**src/rtl/qsa_pkg.sv**
```systemverilog
package qsa_pkg;

    typedef enum logic [1:0] {
        OWN_NONE = 2'd0,
        OWN_RX   = 2'd1,
        OWN_TX   = 2'd2
    } owner_e;

    typedef struct packed {
        logic req;
        logic done;
    } client_t;

    // Receive-biased round robin selection
    function automatic owner_e pick_owner(input logic rx_req,
                                          input logic tx_req,
                                          input logic tx_was_last);
        owner_e w;
        if (rx_req && tx_req)
            w = tx_was_last ? OWN_RX : OWN_TX;
        else if (rx_req)
            w = OWN_RX;
        else if (tx_req)
            w = OWN_TX;
        else
            w = OWN_NONE;
        return w;
    endfunction

endpackage

```
**src/rtl/qsa_pick.sv**
```systemverilog
module qsa_pick
    import qsa_pkg::*;
(
    input  client_t rx_c,
    input  client_t tx_c,
    input  logic    tx_was_last,
    output owner_e  winner
);
    always_comb winner = pick_owner(rx_c.req, tx_c.req, tx_was_last);
endmodule

```
**src/rtl/qsa_slice_timer.sv**
```systemverilog
module qsa_slice_timer #(
    parameter int QUANTUM = 32
) (
    input  logic clk,
    input  logic rst,
    input  logic start,
    input  logic run,
    output logic expire
);
    localparam int CNT_W = $clog2(QUANTUM + 1);
    localparam logic [CNT_W-1:0] Q_LIM = CNT_W'(QUANTUM);

    logic [CNT_W-1:0] cnt_q;

    always_ff @(posedge clk) begin
        if (rst)
            cnt_q <= '0;
        else if (start)
            cnt_q <= CNT_W'(1);
        else if (run && cnt_q != Q_LIM)
            cnt_q <= cnt_q + CNT_W'(1);
    end

    assign expire = run && (cnt_q == Q_LIM);
endmodule

```
**src/rtl/qsa_sticky_flag.sv**
```systemverilog
module qsa_sticky_flag (
    input  logic clk,
    input  logic rst,
    input  logic set_i,
    input  logic clr_i,
    output logic flag_o
);
    always_ff @(posedge clk) begin
        if (rst)
            flag_o <= 1'b0;
        else
            flag_o <= set_i | (flag_o & ~clr_i);
    end
endmodule

```
**src/rtl/qsa_arbiter.sv**
```systemverilog
module qsa_arbiter
    import qsa_pkg::*;
#(
    parameter int QUANTUM = 32
) (
    input  logic clk,
    input  logic rst,
    input  logic rx_req,
    input  logic rx_done,
    input  logic rx_ovf,
    input  logic tx_req,
    input  logic tx_done,
    input  logic tx_ovf,
    input  logic irq_clear,
    output logic rx_grant,
    output logic tx_grant,
    output logic irq_rx,
    output logic irq_tx,
    output logic irq
);
    localparam int NSRC = 2;

    client_t rx_c, tx_c;
    owner_e  owner_q, owner_d, winner;
    logic    tx_was_last_q;
    logic    start, expire, release_now;
    logic [NSRC-1:0] ovf_vec, flag_vec;

    assign rx_c = '{req: rx_req, done: rx_done};
    assign tx_c = '{req: tx_req, done: tx_done};

    qsa_pick pick_i (
        .rx_c        (rx_c),
        .tx_c        (tx_c),
        .tx_was_last (tx_was_last_q),
        .winner      (winner)
    );

    qsa_slice_timer #(.QUANTUM(QUANTUM)) timer_i (
        .clk    (clk),
        .rst    (rst),
        .start  (start),
        .run    (owner_q != OWN_NONE),
        .expire (expire)
    );

    always_comb begin
        unique case (owner_q)
            OWN_RX:  release_now = rx_c.done || !rx_c.req || expire;
            OWN_TX:  release_now = tx_c.done || !tx_c.req || expire;
            default: release_now = 1'b0;
        endcase
    end

    always_comb begin
        owner_d = owner_q;
        start   = 1'b0;
        if (owner_q == OWN_NONE) begin
            owner_d = winner;
            start   = (winner != OWN_NONE);
        end else if (release_now) begin
            owner_d = OWN_NONE;
        end
    end

    always_ff @(posedge clk) begin
        if (rst) begin
            owner_q       <= OWN_NONE;
            tx_was_last_q <= 1'b1;
        end else begin
            owner_q <= owner_d;
            if (start)
                tx_was_last_q <= (owner_d == OWN_TX);
        end
    end

    assign rx_grant = (owner_q == OWN_RX);
    assign tx_grant = (owner_q == OWN_TX);

    assign ovf_vec = {tx_ovf, rx_ovf};

    for (genvar i = 0; i < NSRC; i++) begin : g_flag
        qsa_sticky_flag flag_i (
            .clk    (clk),
            .rst    (rst),
            .set_i  (ovf_vec[i]),
            .clr_i  (irq_clear),
            .flag_o (flag_vec[i])
        );
    end

    assign irq_rx = flag_vec[0];
    assign irq_tx = flag_vec[1];
    assign irq    = |flag_vec;
endmodule

```
**config.mk**
```make
export PLATFORM = sky130hd
export DESIGN_NAME = qsa_arbiter
export DESIGN_NICKNAME = d
export VERILOG_FILES = /design/src/rtl/qsa_pkg.sv /design/src/rtl/qsa_pick.sv /design/src/rtl/qsa_slice_timer.sv /design/src/rtl/qsa_sticky_flag.sv /design/src/rtl/qsa_arbiter.sv
export SDC_FILE = /design/constraint.sdc
export NUM_CORES = 1
export LEC_CHECK = 0
export BUFFER_PORTS_ARGS = -buffer_cell sky130_fd_sc_hd__buf_2
export CORE_AREA = 2 2 39 41
export CTS_CLUSTER_SIZE = 14
export DETAILED_ROUTE_END_ITERATION = 10
export DIE_AREA = 0 0 41 43
export GPL_TIMING_DRIVEN = 0
export PLACE_DENSITY = 0.7
export SYNTH_ARGS = -nofsm -noshare
export SYNTH_HDL_FRONTEND = slang
export SYNTH_SLANG_ARGS = --single-unit
```
**constraint.sdc**
```tcl
create_clock -name clk -period 2 [get_ports clk]
set_input_delay 0.1 -clock clk [delete_from_list [all_inputs] [get_ports clk]]
set_output_delay 0.1 -clock clk [all_outputs]
set_load 0.05 [all_outputs]
```
; After elaboration in Yosys (flattened, before gate mapping)
; Index checks and enable logic that the tools add are counted.
; Widths: inputs -> output; s select.
[totals]
ff_bits = 11
word_cells = 42
[op_classes]
addsub = 1
eq_ne = 5
mux = 10
n_bitwise = 5
reduce_logical = 15
[ops]
columns = cell, count
row1 = $mux 2, 6
row2 = $add 6x1->6 const B, 1
row3 = $eq 6x6->1 const B, 1
row4 = $ne 6x6->1 const B, 1
row5 = $reduce_bool 2->1, 3
row6 = $eq 2x2->1 const B, 2
row7 = $logic_or 1x1->1, 4
row8 = $reduce_or 2->1, 2
row9 = $logic_and 1x1->1, 3
row10 = $mux 1, 3
row11 = $and 1x1->1, 2
row12 = $eq 2x1->1 const B, 1
row13 = $logic_not 1->1, 2
row14 = $logic_not 2->1, 1
row15 = $or 1x1->1, 2
row16 = $pmux 1 s2, 1
row17 = $not 1->1, 1

; Depth between registers and ports, before layout
; Gate-level depths: netlist (run 1).
[depth]
ltp_word = 7
depth_mapped = 6
mapped_depth_nobuf = 5

; Cells and area by module
; Synthesis (run 1) repeated with hierarchy kept, for this count alone.
[hier_totals]
cells_unflattened = 76
hier_area_um2 = 649.4
[modules_own_cells]
columns = module, instances, cells_each, area_each_um2
row1 = qsa_slice_timer, 1, 42, 337.8
row2 = qsa_arbiter, 1, 23, 215.2
row3 = qsa_sticky_flag, 2, 4, 38.8
row4 = qsa_pick, 1, 3, 18.8

; Worst setup path after synthesis (run 1)
; OpenSTA, ideal clock, no wires.
[synth_timing]
path_kind = reg2reg
startpoint = reg owner_q[0]
endpoint = reg timer_i.cnt_q[5]
setup_ns = 0.070
arrival_time_ns = 1.315
required_ns = 1.930
path_slack_ns = 0.615
stages_incl_launch_ff = 6
path_buffers = 0
synth_period_minus_slack_ns = 1.385
path_cell_list = dfxtp_1 inv_1 ha_1 nand4b_1 or3_1 a21oi_1
[synth_via]
elab_chain_cells = 3
[synth_lines]
columns = item, line_no
row1 = "start, declared", qsa_arbiter.sv:24  ; owner_e owner_q, owner_d, winner;
row2 = "start signal, assigned", qsa_arbiter.sv:71  ; owner_q <= owner_d;
row3 = $logic_not 2->1, qsa_arbiter.sv:58  ; if (owner_q == OWN_NONE) begin
row4 = $mux 1, qsa_arbiter.sv:58
row5 = $reduce_or 2->1 (no line), -
row6 = "end signal, assigned", qsa_slice_timer.sv:21  ; cnt_q <= cnt_q + CNT_W'(1);
row7 = "end, declared", qsa_slice_timer.sv:13  ; logic [CNT_W-1:0] cnt_q;
; Several ways; a longest one is shown, not always the timed one.
; A chain may end at the register's enable or synchronous reset.

; Worst setup path after layout (run 1)
; Same ends and word-level chain as after synthesis.

==> key figures, run 1 <==
Setup path
  – Critical path data required time: approximately 2.2 ns
  – Startpoint Class: register
  – Crit Path Category: register to register
  – Crit-path leading delay family: simple AND/OR/NAND/NOR gates
  – CP max stage delay: roughly 0.38 ns
  – Worst EP arrival: ~1.8 ns
  – Critical path buffers and inverters: 1
  – Crit path max fanout: 6
  – Cell chain of the critical path: inv_1 > ha_1 > nand4b_1 > or3_1 > a21oi_1
  – Crit end category: register
  – CP max stage cell: dfxtp_1

Power
  – Logic pwr share: 26.9%
  – Sw power: ~0.18 mW
  – Worst VDD drop: 0.339 mV
  – Sw Ratio: 33.2%
  – LEAKAGE: 0.301 nW
  – Internal power: 0.365 mW
  – Clock network power share: between 20% and 30%
  – Total Power: 0.546 mW
  – Flop pwr share: a little under half
  – Pwr dens: 749 nW/µm²

STA
  – Fin Clk Skew: 0.00332 ns
  – Worst Tran Pin Value: 0.395 ns
  – Min Clock Period, post-route: approximately 1.6 ns
  – RSZ-0062 raised after global routing: false
  – Final setup viols: 0
  – Max Freq: 637 MHz
  – Setup WS post-layout: 0.429 ns
  – Final worst-path cycle share: 78.5%
  – Rel. slew slack: 73.6%
  – Endpoints failing hold: 0
  – Setup TNS: 0 ns
  – Fin. max-slew vios: 0

Drt
  – # DRC: 0
  – Drt pass-1 iters: 4
  – Remaining antenna violation count: 0
  – Initial DRC count: 5
  – WL/cell: 12.3 µm
  – Routed WL: 1300 µm
  – Via density: 5.46
  – Via count: roughly 580

Layout
  – Fillers: 133
  – Diodes inserted: 0
  – Share of cells above drive strength 1: 21.1%
  – NumNets Final: 105
  – Most common cell after layout, fill and taps aside: buf_2
  – Area Growth Syn to Fin: 18.0%
  – Post-layout util: 52.7%
  – Most frequent cells in the layout: 14 x buf_2, 11 x dfxtp_1, 8 x inv_1
  – Design area: between 700 and 800 µm²

Clock network
  – CTS Buf Count: 3
  – H-tree depth: 1
  – Post-cts sizing count: 0
  – Maximum clock path buffer count: 2
  – CTS Sinks: 11
  – Root Buffer: clkbuf_4
  – Setup bufs post-CTS: 0
  – Reg clk slew, reported paths: around 0.07 ns
  – CTS Hold Bufs: 0
  – TritonCTS clock tree: yes
  – Clock Latency Late Sink: 0.26 ns

Die
  – Core area: 1380 µm²
  – Starting Density: between 40% and 50%
  – Ports: 14
  – Die Ht: 43 µm
  – Die area: 1760 µm²
  – Horiz. Die Dim: approximately 40 µm
  – Count of standard-cell rows: 14

Yosys
  – Top_reg_cell synth: dfxtp_1
  – Synth Area in XOR/XNOR: 2.83%
  – Synth warnings: 0
  – Synth Area in Adders: 10.1%
  – Post-Syn Nets: 87
  – Seq/Total Area, Yosys: 35.6%
  – Main combinational cell family by area after synthesis: simple AND/OR/NAND/NOR gates
  – Compound-cell area share of the yosys netlist: between 10% and 20%
  – Synth Register Bits: 11
  – Count of cell types in the netlist: 28
  – Post-synthesis async set-or-reset flop share: 0%
  – EDFF count, synth: 0
  – Netlist area before placement: 618 µm²
  – Syn avg cell area: 8.47 µm²
  – Share of Yosys cell area claimed by the top area cell type: 35.6%
  – Synth top area cells: dfxtp_1 36%, ha_1 10%, a21oi_1 4.9%, inv_1 4.9%, o21ai_0 4.0%
  – Cells after Synth: 73
  – Post-synthesis simple-gate area fraction: 26.3%
  – Cell taking the most area after synthesis: dfxtp_1
  – Mux cell area share after synthesis: 0%

Global route
  – Vias in the first global route: 559
  – Grt ovf: 0
  – Total track usage: 18.1%
  – Initial antenna violation count: 0
  – Largest net degree at the start of global routing: 11
  – First-pass GRT wire length: 2210 µm

Place
  – # port buffers: 13
  – HPWL Detailed: 1040 µm
  – Setup WS pre-CTS: 0.437 ns
  – Area after DPL: 703 µm²
  – RePlAce Congestion: 0.745

Hold path
  – Hold Crit Class: primary input to register

Run status
  – Status: finished, final reports clean

Job
  – Max cap viols: 0
cells in the mapped netlist, types with 2 or more instances:
cell	count
nand2_1	4
a31oi_1	3
or2_2	2
nand4b_1	2
inv_1	8
xor2_1	2
nor4b_1	2
nor2_1	6
o21ai_0	5
a21oi_1	6
ha_1	5
nand2b_1	2
dfxtp_1	11
routing by layer:
metal	global-route usage (%)	vias up	wire length, µm
li1	-	296	-
met1	21.6	275	582
met2	29.7	6	674
met3	3.14	2	35
met4	8.00	0	12
met5	0	-	0
flip-flops by register name (all words and copies together) (netlist names):
register / flops
owner_q: 2
g_flag.flag_i.flag_o: 2
timer_i.cnt_q: 6
tx_was_last_q: 1
kinds of logic after synthesis:
family,count (synthesis)
DFF,11
xor gates and xnor gates,2
adders and majority gates,5
buffers and inverters,10
and+or+nand+nor,26
AOI/OAI and AO/OA,19
per-stage QoR:
stage / std cells / hold WS, ns
final: 106 / 0.0525
after floorplan: 73 / 0.217
after CTS: 106 / 0.0492
after global routing: 106 / 0.0710
after detailed placement: 102 / 0.324
after global placement: 102 / 0.309
final timing paths:
| path | cells past startpoint | slack [ns] | from | end |
|---|---|---|---|---|
| worst max register to register | 5 | 0.43 | owner_q[0] | timer_i.cnt_q[5] |
| worst max-delay path | 5 | 0.43 | owner_q[0] | timer_i.cnt_q[5] |
| worst min-delay path | 3 | 0.05 | rx_ovf | g_flag[0].flag_i.flag_o |
| worst min register to register | 2 | 0.51 | timer_i.cnt_q[5] | timer_i.cnt_q[5] |
layout make-up:
| cell class | count | area, µm² | area share (%) |
|---|---|---|---|
| plain buffers | 2 | 8.76 | 1.20 |
| clock buffers | 4 | 26.3 | 3.60 |
| inverters | 8 | 30.0 | 4.12 |
| multi-input cells | 52 | 359 | 49.2 |
| flip-flops and latches | 11 | 220 | 30.2 |
| well taps | 16 | 20.0 | 2.74 |
| repair buffers | 13 | 65.1 | 8.92 |
worst register-to-register path, stage by stage, from the launching register on:
cell and delay, ns:
dfxtp_1 0.38, inv_1 0.08, ha_1 0.26, nand4b_1 0.26, or3_1 0.38, a21oi_1 0.15
power groups by stage:
stage / Combinational (mW) / Sequential (mW) / Clock, mW
floorplan: 0.102 / 0.261 / 0
global placement: 0.140 / 0.254 / 0
detailed placement: 0.147 / 0.256 / 0
CTS: 0.147 / 0.250 / 0.153
global route: 0.162 / 0.254 / 0.162
finish: 0.147 / 0.250 / 0.149
No activity file was read; power rests on OpenSTA's default activity.
==> inputs of run 2 (changes only) <==
clock period = 1.5 ns   (was 2 ns; I/O delays follow)
==> run 2 against run 1 <==
Against the previous run: register-to-register slack got worse by 0.38 ns; largest cell class unchanged; total power rose by 40%; maximum frequency rose by 8.4%; clock-buffer cell count did not move; non-clock buffer count rose by 2; clock skew fell by 0.0023 ns.
==> key figures, run 2 (synthesized netlist as in run 1, its figures left out) <==
Drt
  – Routed WL: 1390 µm (+6.3%)
  – Initial DRC count: 6 (+1)
  – Drt pass-1 iters: 4 (unchanged)
  – Via count: 592 (+2.2%)
  – # DRC: 0 (unchanged)
  – WL/cell: 12.8 µm (+4.3%)
  – Via density: 5.48 (+0.35%)
  – Remaining antenna violation count: 0 (unchanged)

Power
  – Flop pwr share: 43.8% (-2.0 points)
  – Clock network power share: 27.0% (-0.2 points)
  – Logic pwr share: 29.3% (+2.4 points)
  – Pwr dens: 983 nW/µm² (+31%)
  – Sw Ratio: 33.8% (+0.57 points)
  – Total Power: 0.764 mW (+40%)
  – LEAKAGE: 0.314 nW (+4.6%)
  – Worst VDD drop: 0.467 mV (+38%)
  – Internal power: 0.506 mW (+39%)
  – Sw power: 0.258 mW (+42%)

Clock network
  – CTS Buf Count: 3 (unchanged)
  – Maximum clock path buffer count: 2 (unchanged)
  – Reg clk slew, reported paths: 0.07 ns (about the same)
  – Clock Latency Late Sink: 0.27 ns (about the same)
  – CTS Sinks: 11 (unchanged)
  – Root Buffer: clkbuf_4
  – TritonCTS clock tree: yes
  – H-tree depth: 1 (unchanged)

Die
  – Starting Density: 44.7% (unchanged)
  – Core area: 1380 µm² (unchanged)
  – Die Ht: 43 µm (unchanged)
  – Count of standard-cell rows: 14 (unchanged)
  – Ports: 14 (unchanged)
  – Horiz. Die Dim: 41 µm (unchanged)
  – Die area: 1760 µm² (unchanged)

STA
  – Fin Clk Skew: 0.000968 ns (-0.00235 ns)
  – Final worst-path cycle share: 96.6% (+18 points)
  – Min Clock Period, post-route: 1.45 ns (-0.122 ns)
  – Rel. slew slack: 72.8% (-0.81 points)
  – RSZ-0062 raised after global routing: false
  – Fin. max-slew vios: 0 (unchanged)
  – Final setup viols: 0 (unchanged)
  – Max Freq: 690 MHz (+8.4%)
  – Worst Tran Pin Value: 0.407 ns (+0.0121 ns)
  – Endpoints failing hold: 0 (unchanged)

Global route
  – Initial antenna violation count: 0 (unchanged)
  – Total track usage: 18.4% (+0.30 points)
  – First-pass GRT wire length: 2260 µm (+2.2%)
  – Grt ovf: 0 (unchanged)
  – Largest net degree at the start of global routing: 11 (unchanged)
  – Vias in the first global route: 576 (+3.0%)

Place
  – HPWL Detailed: 1040 µm (unchanged)
  – RePlAce Congestion: 0.745 (unchanged)
  – Area after DPL: 703 µm² (unchanged)
  – # port buffers: 13 (unchanged)

Setup path
  – Cell chain of the critical path: inv_1 > ha_1 > and4bb_1 > or4_1 > a21oi_1
  – Cells on worst reg2reg path: 5 (unchanged)
  – CP max stage cell: or4_1
  – End of the critical path: timer_i.cnt_q[2]
  – FF-to-FF End: timer_i.cnt_q[2]
  – Crit path max fanout: 3 (-3)
  – Crit Path Category: register to register
  – Reg2reg setup slack: 0.05 ns (-0.38 ns)
  – Critical path data required time: 1.70 ns (-0.50 ns)
  – Crit path from: timer_i.cnt_q[0]
  – Worst R2R Start: timer_i.cnt_q[0]
  – CP max stage delay: 0.40 ns (+0.02 ns)
  – Startpoint Class: register
  – Crit end category: register
  – Worst EP arrival: 1.65 ns (-0.12 ns)

Layout
  – Design area: 777 µm² (+6.5%)
  – Top reg by flops: timer_i.cnt_q
  – NumNets Final: 107 (+1.9%)
  – Max reg flops: 6 (unchanged)
  – Top Registers: timer_i.cnt_q (6), g_flag.flag_i.flag_o (2), owner_q (2)
  – Most frequent cells in the layout: 14 x buf_2, 8 x inv_1, 7 x dfxtp_1
  – Area Growth Syn to Fin: 25.7%
  – Share of cells above drive strength 1: 31.5% (+10 points)
  – Diodes inserted: 0 (unchanged)
  – Most common cell after layout, fill and taps aside: buf_2

Run status
  – Status: finished, final reports clean

Job
  – Max cap viols: 0 (unchanged)

Hold path
  – Hold Crit Class: primary input to register
  – Worst min-delay path startpoint: rx_ovf
run 2: power by group through the flow:
stage               clock [mW]  combinational, mW  sequential (mW)
finish                   0.206              0.224            0.334
global placement             0              0.187            0.339
floorplan                    0              0.136            0.347
CTS                      0.204              0.200            0.336
global route             0.216              0.246            0.338
detailed placement           0              0.196            0.341
run 2: layout make-up:
cell class / instances / area [µm²]
sequential: 11 / 225
buffer: 2 / 8.76
timing repair buffer: 15 / 80.1
fill: 127 / 607
clock buffer: 4 / 26.3
inverter: 8 / 30.0
multi-input combinational: 52 / 387
tap: 16 / 20.0
run 2: critical path: cells and delay by family (launching register included):
kind / cells / cell delay [ns]
buffers and inverters: 1 / 0.05
AND/OR/NAND/NOR: 2 / 0.63
flip-flops: 1 / 0.34
adder cells (fa/ha/maj): 1 / 0.22
AO/OA/AOI/OAI: 1 / 0.14
run 2: what timing repair did:
action	4_1_cts	5_1_grt
setup buffers	1	1
pin swaps	0	0
endpoints found under the setup margin	3	6
gates resized for setup	3	7
hold buffers	0	0
run 2: worst min-delay path by stage:
stage / to / depth (start not counted)
after floorplan: g_flag[0].flag_i.flag_o / 2
after global placement: g_flag[1].flag_i.flag_o / 3
after detailed placement: g_flag[0].flag_i.flag_o / 3
after CTS: g_flag[0].flag_i.flag_o / 3
after global routing: g_flag[1].flag_i.flag_o / 3
final: g_flag[0].flag_i.flag_o / 3
run 2: per-layer routing:
metal	track usage (%)	up-vias	share of wire, %
met5	0	-	0
met4	8.00	0	0.87
met3	3.14	2	2.1
met2	30.6	6	53
met1	21.6	285	44
li1	-	299	-
run 2: through the flow:
step	cells	setup TNS, ns	hold WS [ns]	utilization, %	setup slack (ns)
floorplan	73	0	0.192	-	0.115
global placement	102	-0.00696	0.284	50.8	-0.00696
detailed placement	102	-0.0798	0.299	50.8	-0.0632
CTS	107	0	0.0242	53.9	0.00537
global route	108	0	0.0458	56.1	0.00743
finish	108	0	0.0222	56.1	0.0511
